**src/rtl/frame_mode_pkg.sv**
```systemverilog
package frame_mode_pkg;

  typedef enum logic {
    MODE_CSTACK = 1'b0,
    MODE_FGBG   = 1'b1
  } disp_mode_e;

  // Number of bits needed for a signed budget that holds the largest phase
  // length and the deepest overshoot below zero.
  function automatic int budget_width(input int longest, input int max_step);
    budget_width = $clog2(longest + max_step + 1) + 2;
  endfunction

endpackage

```
**src/rtl/frame_rst_sync.sv**
```systemverilog
module frame_rst_sync (
  input  logic clk,
  input  logic rst_n,
  output logic rst_n_sync
);

  logic [1:0] sync_q;

  always_ff @(posedge clk or negedge rst_n) begin
    if (!rst_n) begin
      sync_q <= 2'b00;
    end else begin
      sync_q <= {sync_q[0], 1'b1};
    end
  end

  assign rst_n_sync = sync_q[1];

endmodule

```
**src/rtl/frame_budget.sv**
```systemverilog
module frame_budget #(
  parameter int ACTIVE_LEN = 14394,
  parameter int BLANK_LEN  = 3791,
  parameter int SVC_CYCLES = 28,
  parameter int ADV_W      = 6
) (
  input  logic             clk,
  input  logic             rst_n,
  input  logic             adv_valid,
  input  logic [ADV_W-1:0] adv_cycles,
  input  logic             svc_charge,
  output logic             status
);

  import frame_mode_pkg::*;

  localparam int MAX_STEP = (1 << ADV_W) - 1 + SVC_CYCLES;
  localparam int LONGEST  = (ACTIVE_LEN > BLANK_LEN) ? ACTIVE_LEN : BLANK_LEN;
  localparam int CNT_W    = budget_width(LONGEST, MAX_STEP);
  localparam logic [CNT_W-1:0] ACT_L = CNT_W'(ACTIVE_LEN);
  localparam logic [CNT_W-1:0] BLK_L = CNT_W'(BLANK_LEN);
  localparam logic [CNT_W-1:0] SVC_L = CNT_W'(SVC_CYCLES);

  logic [CNT_W-1:0] rem_q, rem_d;
  logic             status_q, status_d;
  logic [CNT_W-1:0] consume;
  logic [CNT_W-1:0] diff;
  logic             expired;
  logic             upd;

  // Next-state: subtract this cycle's consumption and reload on expiry.
  always_comb begin
    consume = '0;
    if (adv_valid) begin
      consume = CNT_W'(adv_cycles);
    end
    if (svc_charge) begin
      consume = consume + SVC_L;
    end
    upd      = adv_valid | svc_charge;
    diff     = rem_q - consume;
    expired  = diff[CNT_W-1] | (diff == '0);
    status_d = status_q;
    rem_d    = rem_q;
    if (upd) begin
      if (expired) begin
        status_d = ~status_q;
        rem_d    = diff + (status_q ? BLK_L : ACT_L);
      end else begin
        rem_d    = diff;
      end
    end
  end

  always_ff @(posedge clk or negedge rst_n) begin
    if (!rst_n) begin
      rem_q    <= ACT_L;
      status_q <= 1'b1;
    end else if (upd) begin
      rem_q    <= rem_d;
      status_q <= status_d;
    end
  end

  assign status = status_q;

  AST_TOGGLE_NEEDS_STEP: assert property (@(posedge clk) disable iff (!rst_n)
    !$stable(status_q) |-> $past(upd));

  AST_BUDGET_POSITIVE: assert property (@(posedge clk) disable iff (!rst_n)
    (!rem_q[CNT_W-1] && rem_q != '0 && rem_q <= ACT_L));

  AST_IDLE_HOLDS: assert property (@(posedge clk) disable iff (!rst_n)
    !upd |=> ($stable(rem_q) && $stable(status_q)));

endmodule

```
**src/rtl/frame_irq.sv**
```systemverilog
module frame_irq (
  input  logic clk,
  input  logic rst_n,
  input  logic status,
  input  logic irq_ack,
  output logic irq,
  output logic svc_charge
);

  logic irq_q, irq_d;
  logic taken_q, taken_d;
  logic fire;

  always_comb begin
    fire    = ~status & ~taken_q;
    taken_d = taken_q;
    if (status) begin
      taken_d = 1'b0;
    end else if (fire) begin
      taken_d = 1'b1;
    end
    irq_d = irq_q;
    if (fire) begin
      irq_d = 1'b1;
    end else if (irq_ack) begin
      irq_d = 1'b0;
    end
  end

  always_ff @(posedge clk or negedge rst_n) begin
    if (!rst_n) begin
      irq_q   <= 1'b0;
      taken_q <= 1'b0;
    end else begin
      irq_q   <= irq_d;
      taken_q <= taken_d;
    end
  end

  assign irq        = irq_q;
  assign svc_charge = irq_q & irq_ack;

  AST_IRQ_AFTER_FALL: assert property (@(posedge clk) disable iff (!rst_n)
    $fell(status) |=> irq_q);

  AST_IRQ_HELD: assert property (@(posedge clk) disable iff (!rst_n)
    (irq_q && !irq_ack) |=> irq_q);

  AST_IRQ_ONCE: assert property (@(posedge clk) disable iff (!rst_n)
    $rose(irq_q) |-> $past(!taken_q && !status));

endmodule

```
**src/rtl/frame_mode_latch.sv**
```systemverilog
module frame_mode_latch #(
  parameter int              ADDR_W     = 16,
  parameter logic [ADDR_W-1:0] MODE_ADDR  = 16'h0021,
  parameter logic [ADDR_W-1:0] ALIAS_MASK = 16'h4000
) (
  input  logic              clk,
  input  logic              rst_n,
  input  logic              status,
  input  logic [ADDR_W-1:0] reg_addr,
  input  logic              reg_rd,
  input  logic              reg_wr,
  output logic              mode_fgbg
);

  import frame_mode_pkg::*;

  localparam logic [ADDR_W-1:0] CMP_MASK = ~ALIAS_MASK;

  disp_mode_e mode_q, mode_d;
  logic       hit;
  logic       load;

  always_comb begin
    hit    = ((reg_addr & CMP_MASK) == (MODE_ADDR & CMP_MASK));
    load   = ~status & hit & (reg_rd | reg_wr);
    mode_d = reg_wr ? MODE_FGBG : MODE_CSTACK;
  end

  always_ff @(posedge clk or negedge rst_n) begin
    if (!rst_n) begin
      mode_q <= MODE_CSTACK;
    end else if (load) begin
      mode_q <= mode_d;
    end
  end

  assign mode_fgbg = (mode_q == MODE_FGBG);

  AST_MODE_ONLY_IN_BLANK: assert property (@(posedge clk) disable iff (!rst_n)
    !$stable(mode_q) |-> $past(!status && (reg_rd || reg_wr)));

  AST_WRITE_SETS_FGBG: assert property (@(posedge clk) disable iff (!rst_n)
    (!status && hit && reg_wr) |=> (mode_q == MODE_FGBG));

endmodule

```
**src/rtl/frame_mode_ctrl.sv**
```systemverilog
module frame_mode_ctrl #(
  parameter int                ACTIVE_LEN = 14394,
  parameter int                BLANK_LEN  = 3791,
  parameter int                SVC_CYCLES = 28,
  parameter int                ADV_W      = 6,
  parameter int                ADDR_W     = 16,
  parameter logic [ADDR_W-1:0] MODE_ADDR  = 16'h0021,
  parameter logic [ADDR_W-1:0] ALIAS_MASK = 16'h4000
) (
  input  logic              clk,
  input  logic              rst_n,
  input  logic              adv_valid,
  input  logic [ADV_W-1:0]  adv_cycles,
  input  logic [ADDR_W-1:0] reg_addr,
  input  logic              reg_rd,
  input  logic              reg_wr,
  input  logic              irq_ack,
  output logic              frame_active,
  output logic              irq_req,
  output logic              mode_fgbg
);

  logic rst_n_s;
  logic status;
  logic svc_charge;

  frame_rst_sync u_rst (
    .clk        (clk),
    .rst_n      (rst_n),
    .rst_n_sync (rst_n_s)
  );

  frame_budget #(
    .ACTIVE_LEN (ACTIVE_LEN),
    .BLANK_LEN  (BLANK_LEN),
    .SVC_CYCLES (SVC_CYCLES),
    .ADV_W      (ADV_W)
  ) u_budget (
    .clk        (clk),
    .rst_n      (rst_n_s),
    .adv_valid  (adv_valid),
    .adv_cycles (adv_cycles),
    .svc_charge (svc_charge),
    .status     (status)
  );

  frame_irq u_irq (
    .clk        (clk),
    .rst_n      (rst_n_s),
    .status     (status),
    .irq_ack    (irq_ack),
    .irq        (irq_req),
    .svc_charge (svc_charge)
  );

  frame_mode_latch #(
    .ADDR_W     (ADDR_W),
    .MODE_ADDR  (MODE_ADDR),
    .ALIAS_MASK (ALIAS_MASK)
  ) u_mode (
    .clk       (clk),
    .rst_n     (rst_n_s),
    .status    (status),
    .reg_addr  (reg_addr),
    .reg_rd    (reg_rd),
    .reg_wr    (reg_wr),
    .mode_fgbg (mode_fgbg)
  );

  assign frame_active = status;

  AST_RESET_STATE: assert property (@(posedge clk)
    $rose(rst_n_s) |-> (frame_active && !irq_req && !mode_fgbg));

endmodule

```
**config.mk**
```make
export PLATFORM = sky130hd
export DESIGN_NAME = frame_mode_ctrl
export DESIGN_NICKNAME = d
export VERILOG_FILES = /design/src/rtl/frame_mode_pkg.sv /design/src/rtl/frame_rst_sync.sv /design/src/rtl/frame_budget.sv /design/src/rtl/frame_irq.sv /design/src/rtl/frame_mode_latch.sv /design/src/rtl/frame_mode_ctrl.sv
export SDC_FILE = /design/constraint.sdc
export NUM_CORES = 1
export LEC_CHECK = 0
export CORE_MARGIN = 4
export CORE_UTILIZATION = 64
export CTS_CLUSTER_DIAMETER = 80
export CTS_CLUSTER_SIZE = 24
export DETAILED_ROUTE_END_ITERATION = 10
export DONT_BUFFER_PORTS = 1
export GPL_TIMING_DRIVEN = 0
export PLACE_DENSITY = 0.8
export SLEW_MARGIN = 15
export SYNTH_ARGS = -nofsm -noshare
export SYNTH_HDL_FRONTEND = slang
export SYNTH_SLANG_ARGS = --single-unit
```
**constraint.sdc**
```tcl
create_clock -name clk -period 0.8 [get_ports clk]
set_input_delay 0 -clock clk [delete_from_list [all_inputs] [get_ports clk]]
set_output_delay 0 -clock clk [all_outputs]
set_load 0.05 [all_outputs]
```
==> impl_metrics.tcl, run 1 <==
set metrics [dict create \
    dr.pass1.iters 11 \
    period_share 5.63 \
    crit_family "simple AND/OR/NAND/NOR gates" \
    antenna_found_initial 0 \
    area_delta_synth_final_pct 42.5 \
    diodes 0 \
    min_path_type "primary input to register" \
    yosysTopAreaCell "dfrtp_1" \
    clkLatencyLatePin_ns 0.34 \
    setup_violations 23 \
    cts_buffer_depth 2 \
    slew_violations 0 \
    path_class "register to register" \
    min_period_ns 4.51 \
    crit_buf_inv 0 \
    routed_wirelength_um 12800 \
    synth_top_cell_area_share 0.151 \
    fillers 59 \
    crit_top_cell "xnor2_1" \
    die_y_um 68.2 \
    ys.warnings.count 0 \
    clk_pin_slew_ns 0.16 \
    place.detailed.instances 331 \
    synth_top_cells_by_area "dfrtp_1 (15%), ha_1 (10%), dfstp_2 (9.1%), xnor2_1 (5.3%), nand2_1 (4.0%)" \
    timing.hold.ws_ns -0.129 \
    async_flop_share 1.00 \
    ctsHoldBuffers 4 \
    place_area_mm2 0.00249 \
    worstPathArrival_ns 4.78 \
    slowest_delay_ns 0.87 \
    crit_chain "ha_1 > nor2b_1 > o22ai_1 > xnor2_1 > nor3_1 > nand4b_1 > o311a_1 > or4_1 > xnor2_1" \
    setup_slack_ns -3.71 \
    cts_root_buf "clkbuf_4" \
    tns_ns -58.31 \
    wire_per_inst_um 34.1 \
    synth-seq-cells 22 \
    grt_start_max_net_pins 21 \
    fp-row-count 21 \
    drt-initial-drc-count 1135 \
    worstPathMaxFanout 5 \
    critPathRequiredTime_ns 1.08 \
    cts.sinks 22 \
    grt_pass1_wl_um 12700 \
    worst_slew_pin_slew_ns 1.10 \
    rsz0062_at_grt "true" \
    die_w_um 68.2 \
    skew_ns 0.0203 \
    synth_common_cells "nand2_1 (25), nor2_1 (24), ha_1 (19), inv_1 (19), o21ai_0 (15)" \
    drc 98 \
    fin_nets 378 \
    syn_avg_cell_area_um2 8.14 \
    yosysMostFrequentCell "nand2_1" \
    outcome "finished with violations" \
    synth_ff_type "dfrtp_1" \
    maxCapViolations 0 \
    hold_violations 1 \
    ys_types 62 \
    grt_overflow_total 0 \
    fmax_mhz 222 \
    cts_tree "built" \
    start_util 0.679 \
    ios 31 \
    core_area_mm2 0.00342 \
    worstSetupStartpointType "register" \
    synth_edf_count 0 \
    grtUsageTotal 0.370 \
    relSlewSlack 0.257 \
    violations "DRC, hold timing, setup timing" \
    vias_per_cell 8.73 \
    instances_no_fill 375 \
    numCtsBuffers 3 \
    post-dp-hpwl_um 4760 \
    first_global_vias 2613 \
    end_kind "register" \
    drive_gt1_frac 0.389 \
    ys_seq_area_frac 0.242 \
    syn_inst 285 \
    slowest_stage "nor2b_1" \
    stdcell_area_mm2 0.00331 \
    via_count 3274 \
    die_area_mm2 0.00465 \
    netlist_area_mm2 0.00232 \
    finalWeightedCongestion 0.947 \
    ant_nets 0 \
    synthesis.nets 333 \
    portBuffers 0 \
    htree_levels 1 \
]
==> stage by stage <==
stage,setup slack [ns],util
floorplan,-2.87,-
global route,-3.72,0.968
CTS,-3.05,0.889
global placement,-3.37,0.730
finish,-3.71,0.968
detailed placement,-3.43,0.730
==> flip-flops by register name, summed over array words and instances, names as in the netlist <==
| register | count |
|---|---|
| u_rst.sync_q | 2 |
| u_budget.status | 1 |
| u_irq.taken_q | 1 |
| u_irq.irq | 1 |
| u_budget.rem_q | 16 |
| u_mode.mode_fgbg | 1 |
==> worst reg2reg max path: cells and delay by family (launching register included) <==
family                   cells  cell delay, ns
AO/OA/AOI/OAI                2            0.88
XOR/XNOR                     2            0.56
adder cells (fa/ha/maj)      1            0.17
flip-flops                   1            0.60
AND/OR/NAND/NOR              4            2.25
==> routing by layer <==
metal	vias up	track usage	routed length [µm]
met5	-	0	0
met4	0	0.176	1760
met3	218	0.120	2110
met2	448	0.590	4960
met1	1455	0.449	3940
li1	1153	-	-
==> repair_timing <==
action                                  CTS  global route
gates resized for setup                  56            31
endpoints found under the hold margin     4             1
endpoints found under the setup margin   43            23
cloned                                    1             0
pin swaps                                35            27
buffers inserted                         25            12
==> cells in the final DEF (no fill, tap or decap), drive strengths merged, types with 2 or more instances in the layout <==
cell         netlist  final
xor2               5      5
ha                19     19
a21boi             3      3
nor2b              3      3
nand3              6      6
dfstp              8      8
a21o               4      4
dlygate4sd3        0      4
nand2             25     25
o31ai              3      3
a211o              4      4
o21a               9      9
or3                5      5
a211oi             4      4
xnor2             14     14
a31oi              6      6
inv               19     19
nor4b              2      2
dfrtp             14     14
or4                4      4
o221ai             2      2
o31a               2      2
nand2b             2      2
o21ai             18     18
mux2i              5      5
buf                3     40
nor3              10     10
nand4              6      6
or2                4      4
nand4b             3      3
clkbuf             5      7
nor4               8      8
o22ai              3      3
a221oi             2      2
and2               2      2
nor2              24     24
a21oi             11     11
==> layout make-up <==
cell class / instances / area, µm² / share of cell area
Buffer: 7 / 42.5 / 0.0129
Clock buffer: 3 / 22.5 / 0.00681
Clock inverter: 1 / 30.0 / 0.00908
Inverter: 19 / 71.3 / 0.0216
Multi-Input combinational cell: 236 / 2180 / 0.658
Sequential cell: 22 / 571 / 0.172
Tap cell: 46 / 57.6 / 0.0174
Timing Repair Buffer: 41 / 337 / 0.102
==> worst paths after layout <==
path                                          startpoint                        endpoint  slack [ns]  cells after the start
min in group asynchronous      u_rst.sync_q[1]$_DFF_PN0_   u_budget.rem_q[7]$_DFFE_PN0P_        0.22                      0
max in group asynchronous      u_rst.sync_q[1]$_DFF_PN0_           u_irq.irq$_DFFE_PN0P_        0.18                      0
min reg2reg                    u_rst.sync_q[1]$_DFF_PN0_   u_budget.rem_q[7]$_DFFE_PN0P_        0.22                      0
max                        u_budget.rem_q[1]$_DFFE_PN1P_  u_budget.rem_q[11]$_DFFE_PN1P_       -3.71                      9
max reg2reg                u_budget.rem_q[1]$_DFFE_PN1P_  u_budget.rem_q[11]$_DFFE_PN1P_       -3.71                      9
min                                         reg_addr[15]    u_mode.mode_fgbg$_DFFE_PN0P_       -0.13                      3
==> kinds of logic (layout without fill, tap and decap cells) <==
family / count (synthesis) / count (layout) / share of synthesized area
AO/OA/AOI/OAI: 85 / 85 / 0.265
XOR/XNOR: 19 / 19 / 0.0717
adder cells (fa/ha/maj): 20 / 20 / 0.111
buffers and inverters: 27 / 71 / 0.0491
flip-flops: 22 / 22 / 0.242
multiplexers: 6 / 6 / 0.0264
other: 1 / 1 / 0.00162
AND/OR/NAND/NOR: 105 / 105 / 0.234
Power of run 1 is not shown: default switching activity piles up to over one toggle a cycle in this logic, so the estimate is an artifact.
==> run 2, diff against run 1 <==
--- a/config.mk
+++ b/config.mk
@@ -5,14 +5,15 @@
 export SDC_FILE = /design/constraint.sdc
 export NUM_CORES = 1
 export LEC_CHECK = 0
+export ABC_AREA = 1
 export CORE_MARGIN = 4
-export CORE_UTILIZATION = 64
+export CORE_UTILIZATION = 65
 export CTS_CLUSTER_DIAMETER = 80
 export CTS_CLUSTER_SIZE = 24
 export DETAILED_ROUTE_END_ITERATION = 10
 export DONT_BUFFER_PORTS = 1
 export GPL_TIMING_DRIVEN = 0
-export PLACE_DENSITY = 0.8
+export PLACE_DENSITY = 0.81
 export SLEW_MARGIN = 15
 export SYNTH_ARGS = -nofsm -noshare
 export SYNTH_HDL_FRONTEND = slang
==> impl_metrics.tcl, run 2 <==
set metrics [dict create \
    synth_edf_count 0 \
    ys_types 35 \
    portBuffers 0 \
    die_w_um 71.6 \
    htree_levels 1 \
    ios 31 \
    worst_endpoint_kind "register data pin" \
    synthesis.nets 470 \
    post-dp-hpwl_um 5070 \
    syn_inst 422 \
    grt_start_max_net_pins 21 \
    async_flop_share 1.00 \
    cts_buffer_depth 2 \
    ys.warnings.count 0 \
    place.detailed.instances 470 \
    syn_avg_cell_area_um2 6.22 \
    outcome "stopped before the end" \
    start_util 0.696 \
    synth_top_cell_area_share 0.209 \
    synth_ff_type "dfrtp_1" \
    ys_seq_area_frac 0.214 \
    cts.sinks 22 \
    die_y_um 71.6 \
    finalWeightedCongestion 0.866 \
    synth_top_cells_by_area "nand2_1 (21%), dfrtp_1 (13%), nand3_1 (9.7%), inv_1 (9.7%), ha_1 (9.1%)" \
    synth_common_cells "nand2_1 (146), inv_1 (68), nand3_1 (51)" \
    post-place-ws_ns -2.48 \
    fp-row-count 22 \
    synth-seq-cells 22 \
    cts_root_buf "clkbuf_8" \
    netlist_area_mm2 0.00263 \
    numCtsBuffers 3 \
    yosysTopAreaCell "nand2_1" \
    repair-timing-grt-worst-ep "u_budget.rem_q[11]$_DFFE_PN1P_/D" \
    stop_stage "global routing (5_1_grt)" \
    stop_error "[ERROR DPL-0038] Utilization greater than 100%, impossible to legalize" \
    yosysMostFrequentCell "nand2_1" \
]
## run 2: cells by family after synthesis
kind of cell	Yosys count	synth area share
compound gates	23	0.0491
fa+ha+maj	20	0.0982
xor+xnor	12	0.0400
simple gates	268	0.472
buf+inv	76	0.125
other cells	1	0.00143
flops	22	0.214
## run 2: per-stage QoR
step	setup TNS, ns	cell area [µm²]	utilization
2_1_floorplan	-32.86	2780	-
3_3_place_gp	-40.03	2840	0.753
3_5_place_dp	-40.86	2840	0.753
4_1_cts	-38.63	3490	0.926
## run 2: timing repair
item / 4_1_cts
pin swaps: 46
buffers inserted: 30
hold buffers: 5
setup endpoints to repair: 43
cloned: 2
resized for setup: 67
hold endpoints to repair: 4
==> run 3, diff against run 2 <==
--- a/config.mk
+++ b/config.mk
@@ -7,13 +7,11 @@
 export LEC_CHECK = 0
 export ABC_AREA = 1
 export CORE_MARGIN = 4
-export CORE_UTILIZATION = 65
-export CTS_CLUSTER_DIAMETER = 80
-export CTS_CLUSTER_SIZE = 24
+export CORE_UTILIZATION = 40
 export DETAILED_ROUTE_END_ITERATION = 10
 export DONT_BUFFER_PORTS = 1
 export GPL_TIMING_DRIVEN = 0
-export PLACE_DENSITY = 0.81
+export PLACE_DENSITY_LB_ADDON = 0.15
 export SLEW_MARGIN = 15
 export SYNTH_ARGS = -nofsm -noshare
 export SYNTH_HDL_FRONTEND = slang
==> impl_metrics.tcl, run 3 <==
set metrics [dict create \
    worst_slew_pin_slew_ns 0.704 \
    cts.sinks 22 \
    ys_seq_area_frac 0.214 \
    violations "hold timing, setup timing" \
    synth_top_cells_by_area "nand2_1 (21%), dfrtp_1 (13%), nand3_1 (9.7%), inv_1 (9.7%), ha_1 (9.1%)" \
    outcome "finished with violations" \
    synthesis.nets 470 \
    clkLatencyLatePin_ns 0.28 \
    ant_nets 0 \
    end_kind "register" \
    worstPathArrival_ns 3.37 \
    finalWeightedCongestion 0.820 \
    synth-seq-cells 22 \
    portBuffers 0 \
    mostFrequentLayoutCells "nand2_1 (100), inv_1 (55), nand2_2 (48), buf_4 (29), nand3_2 (26)" \
    grtUsageTotal 0.205 \
    path_class "register to register" \
    netlist_area_mm2 0.00263 \
    fmax_mhz 312 \
    hold_violations 1 \
    min_period_ns 3.21 \
    dr.pass1.iters 5 \
    worstSetupStartpointType "register" \
    synth_common_cells "nand2_1 (146), inv_1 (68), nand3_1 (51)" \
    post-place-ws_ns -2.50 \
    syn_avg_cell_area_um2 6.22 \
    period_share 4.01 \
    timing.hold.ws_ns -0.0981 \
    rsz0062_at_grt "true" \
    grt_pass1_wl_um 12800 \
    first_global_vias 2792 \
    yosysTopAreaCell "nand2_1" \
    setup_violations 23 \
    drt-initial-drc-count 150 \
    synth_ff_type "dfrtp_1" \
    slew_violations 0 \
    synth_top_cell_area_share 0.209 \
    min_path_type "primary input to register" \
    via_count 2830 \
    fin_nets 518 \
    vias_per_cell 5.18 \
    skew_ns 0.00948 \
    ctsHoldBuffers 5 \
    routed_wirelength_um 8050 \
    hp-start "reg_addr[3]" \
    numCtsBuffers 3 \
    yosysMostFrequentCell "nand2_1" \
    ys_types 35 \
    die_y_um 89.0 \
    antenna_found_initial 0 \
    cp-startpoint "u_irq.irq$_DFFE_PN0P_" \
    top_register "u_budget.rem_q" \
    setup_slack_ns -2.41 \
    grt_start_max_net_pins 21 \
    clk_pin_slew_ns 0.09 \
    synth_edf_count 0 \
    ios 31 \
    drive_gt1_frac 0.465 \
    cts_tree "built" \
    r2r-start "u_irq.irq$_DFFE_PN0P_" \
    syn_inst 422 \
    die_area_mm2 0.00792 \
    largest_reg_flops 16 \
    relSlewSlack 0.529 \
    start_util 0.413 \
    final_common_cell "nand2_1" \
    fin_util 0.611 \
    reg.largest.list "u_budget.rem_q x16, u_rst.sync_q x2" \
    maxCapViolations 0 \
    ys.warnings.count 0 \
    fp-row-count 29 \
    diodes 0 \
    post-dp-hpwl_um 5420 \
    drc 0 \
    worstPathMaxFanout 5 \
    area_delta_synth_final_pct 47.9 \
    cts_buffer_depth 2 \
    grt_overflow_total 0 \
    htree_levels 1 \
    cts_root_buf "clkbuf_8" \
    wire_per_inst_um 14.7 \
    core_area_mm2 0.00635 \
    async_flop_share 1.00 \
    die_w_um 89.0 \
    critPathRequiredTime_ns 0.96 \
]
run 3: cell counts after synthesis:
No cell type changed its count.
run 3: path summary, 6_finish.rpt:
check                                                       to  depth (start not counted)  slack, ns
worst max-delay path            u_budget.rem_q[14]$_DFFE_PN0P_                         24      -2.41
worst min-delay path              u_mode.mode_fgbg$_DFFE_PN0P_                          3       -0.1
worst max register to register  u_budget.rem_q[14]$_DFFE_PN0P_                         24      -2.41
worst min register to register    u_mode.mode_fgbg$_DFFE_PN0P_                          0       0.22
max in group asynchronous            u_rst.sync_q[1]$_DFF_PN0_                          2       0.18
min in group asynchronous         u_mode.mode_fgbg$_DFFE_PN0P_                          0       0.22
run 3: kinds of logic (layout without fill, tap and decap cells):
family	count (synthesis)	after routing	share of synthesized area
compound gates	23	23	0.0491
other cells	1	1	0.00143
buf+inv	76	123	0.125
xor+xnor	12	12	0.0400
simple gates	268	268	0.472
fa+ha+maj	20	20	0.0982
flops	22	22	0.214
run 3: cell type report:
cell class / instances / area (µm²)
fillers: 550 / 2470
well taps: 77 / 96.3
clock inverters: 1 / 30.0
repair buffers: 43 / 389
plain buffers: 5 / 66.3
multi-input cells: 324 / 2420
clock buffers: 3 / 41.3
flip-flops and latches: 22 / 568
inverters: 71 / 274
run 3: worst max-delay path, cell delays in order, from the launching register on:
cell	delay, ns
dfrtp_2	0.56
nand2_4	0.13
buf_6	0.13
nor2_2	0.07
a31oi_1	0.05
ha_2	0.44
inv_2	0.06
nand2_2	0.06
nand3_2	0.09
nand2_2	0.10
nand2_2	0.07
nand2_4	0.11
inv_2	0.05
ha_4	0.31
nand2_4	0.06
nor2_2	0.09
nand2_1	0.07
nand2_2	0.08
nand3_2	0.08
nand2_2	0.11
nand2_2	0.06
nand2_2	0.08
nand3_2	0.07
nand3_2	0.08
nand2_1	0.07
run 3: routing by layer:
layer  wire length, µm  GRT usage
met4               198     0.0487
met3               287     0.0286
met1              3380      0.255
met2              4180      0.374
met5                 0          0
run 3: repair_timing:
item / 4_1_cts / 5_1_grt
endpoints found under the hold margin: 4 / 1
setup buffers: 28 / 9
pin swaps: 34 / 61
gates cloned: 2 / 0
resized for setup: 61 / 82
setup endpoints to repair: 43 / 23
run 3: per-stage QoR:
stage / TNS, ns / cells / instance area [µm²]
final: -40.55 / 546 / 3880
after global routing: -44.19 / 546 / 3880
after CTS: -39.98 / 538 / 3510
after detailed placement: -41.50 / 499 / 2880
after global placement: -40.67 / 499 / 2880
after floorplan: -32.86 / 422 / 2780
Power of run 3 is left out for the same reason.
==> run 4, diff against run 3 <==
--- a/config.mk
+++ b/config.mk
@@ -16,3 +16,4 @@
 export SYNTH_ARGS = -nofsm -noshare
 export SYNTH_HDL_FRONTEND = slang
 export SYNTH_SLANG_ARGS = --single-unit
+export TNS_END_PERCENT = 10
==> impl_metrics.tcl, run 4 (synthesis gave the netlist of run 3 again) <==
set metrics [dict create \
    grt_pass1_wl_um 12200 \
    setup_violations 22 \
    grt_overflow_total 0 \
    fillers 643 \
    path_class "register to register" \
    clk_pin_slew_ns 0.08 \
    ios 31 \
    crit_family "simple AND/OR/NAND/NOR gates" \
    worstPathMaxFanout 5 \
    die_area_mm2 0.00792 \
    reg.largest.list "u_budget.rem_q x16, u_rst.sync_q x2" \
    clkLatencyLatePin_ns 0.26 \
    post-dp-hpwl_um 5410 \
    maxCapViolations 0 \
    antenna_found_initial 0 \
    ant_nets 0 \
    drive_gt1_frac 0.362 \
    slowest_stage "dfrtp_2" \
    mostFrequentLayoutCells "nand2_1 (110), inv_1 (59), nand2_2 (46), nand3_1 (40), buf_4 (28)" \
    cts_buffer_depth 2 \
    crit_top_cell "nand2_2" \
    cts_tree "built" \
    timing.hold.ws_ns -0.0701 \
    multi_input_area_mm2 0.00216 \
    first_global_vias 2642 \
    start_util 0.413 \
    worstSetupStartpointType "register" \
    top_register "u_budget.rem_q" \
    hold_violations 1 \
    crit_chain "nand2_4 > inv_4 > nand2_2 > xnor2_2 > ha_4 > nand2_4 > nor2_2 > nand2_2 > nand4_1 > nand2_2 > ha_4 > a21oi_4 > nor2_4 > nor2_2 > nand2_2 > buf_4 > buf_4 > buf_4 > nand2_2 > nand2_1 > nand3_1 > nand2_1" \
    cts.sinks 22 \
    largest_reg_flops 16 \
    grt_start_max_net_pins 21 \
    drc 0 \
    routed_wirelength_um 7200 \
    vias_per_cell 5.03 \
    numCtsBuffers 3 \
    stdcell_area_mm2 0.00347 \
    core_area_mm2 0.00635 \
    die_w_um 89.0 \
    fmax_mhz 321 \
    violations "hold timing, setup timing" \
    finalWeightedCongestion 0.854 \
    portBuffers 0 \
    fin_nets 508 \
    reg2reg_depth 22 \
    r2r-start "u_irq.irq$_DFFE_PN0P_" \
    diodes 0 \
    worstPathArrival_ns 3.27 \
    die_y_um 89.0 \
    outcome "finished with violations" \
    min_path_type "primary input to register" \
    reg2reg_slack_ns -2.31 \
    period_share 3.89 \
    cp-startpoint "u_irq.irq$_DFFE_PN0P_" \
    skew_ns 0.00314 \
    setup.worst_path.end "u_budget.rem_q[8]$_DFFE_PN0P_" \
    rsz0062_at_grt "true" \
    worst_slew_pin_slew_ns 0.745 \
    worstReg2RegEnd "u_budget.rem_q[8]$_DFFE_PN0P_" \
    cp.depth 22 \
    wire_per_inst_um 13.4 \
    final_common_cell "nand2_1" \
    ctsHoldBuffers 5 \
    cts_root_buf "clkbuf_8" \
    critPathRequiredTime_ns 0.96 \
    slowest_delay_ns 0.56 \
    crit_buf_inv 4 \
    slew_violations 0 \
    setup_slack_ns -2.31 \
    end_kind "register" \
    htree_levels 1 \
    area_delta_synth_final_pct 32.0 \
    drt-initial-drc-count 98 \
    relSlewSlack 0.501 \
    final-seq-area_um2 568 \
    dr.pass1.iters 4 \
    min_period_ns 3.11 \
    grtUsageTotal 0.196 \
    place_area_mm2 0.00282 \
    fp-row-count 29 \
    via_count 2698 \
]
==> run 4: changes by cell type in the layout (fill, tap and decap cells not counted), sizes merged <==
cell    delta
buf       -10
clkbuf     +1
bufinv     -1
==> run 4: worst register-to-register path: cells and delay by family (launching register included) <==
family | cells | cell delay (ns)
simple gates | 14 | 1.10
fa+ha+maj | 2 | 0.59
flops | 1 | 0.56
buf+inv | 4 | 0.47
compound gates | 1 | 0.16
xor+xnor | 1 | 0.15
==> run 4: how the worst min path moves through the flow <==
stage          cells past startpoint                            to   startpoint
2_1_floorplan                      0     u_rst.sync_q[0]$_DFF_PN0_        rst_n
3_3_place_gp                       0     u_rst.sync_q[1]$_DFF_PN0_        rst_n
3_5_place_dp                       0     u_rst.sync_q[1]$_DFF_PN0_        rst_n
6_report                           3  u_mode.mode_fgbg$_DFFE_PN0P_  reg_addr[7]
5_1_grt                            3  u_mode.mode_fgbg$_DFFE_PN0P_  reg_addr[7]
4_1_cts                            3  u_mode.mode_fgbg$_DFFE_PN0P_  reg_addr[7]
==> run 4: final cells by class <==
class,instances,share of cell area
buffer,5,0.0191
timing repair buffer,33,0.0751
multi-input combinational,324,0.623
sequential,22,0.164
inverter,71,0.0783
tap,77,0.0278
clock buffer,4,0.0130
==> run 4: repair_timing <==
| item | CTS | global route |
|---|---|---|
| gates cloned | 0 | 0 |
| setup buffers | 21 | 7 |
| endpoints found under the setup margin | 43 | 23 |
| endpoints found under the hold margin | 4 | 1 |
| pin swaps | 43 | 36 |
| resized for setup | 57 | 34 |
==> run 4: through the flow <==
step                cells  setup WS [ns]  setup TNS, ns  utilization
floorplan             422          -2.11         -33.33            -
global placement      499          -2.56         -42.02        0.444
CTS                   529          -2.30         -39.33        0.520
global route          536          -2.52         -42.54        0.546
finish                536          -2.31         -38.58        0.546
detailed placement    499          -2.57         -42.73        0.444
==> run 4: routing by layer <==
metal,GRT usage,part of all wire,vias to the layer above
met1,0.274,0.50,1252
met4,0.0419,0.0096,0
met3,0.00922,0.019,4
met2,0.336,0.47,30
li1,-,-,1412
met5,0,0,-
Power of run 4 is left out for the same reason.
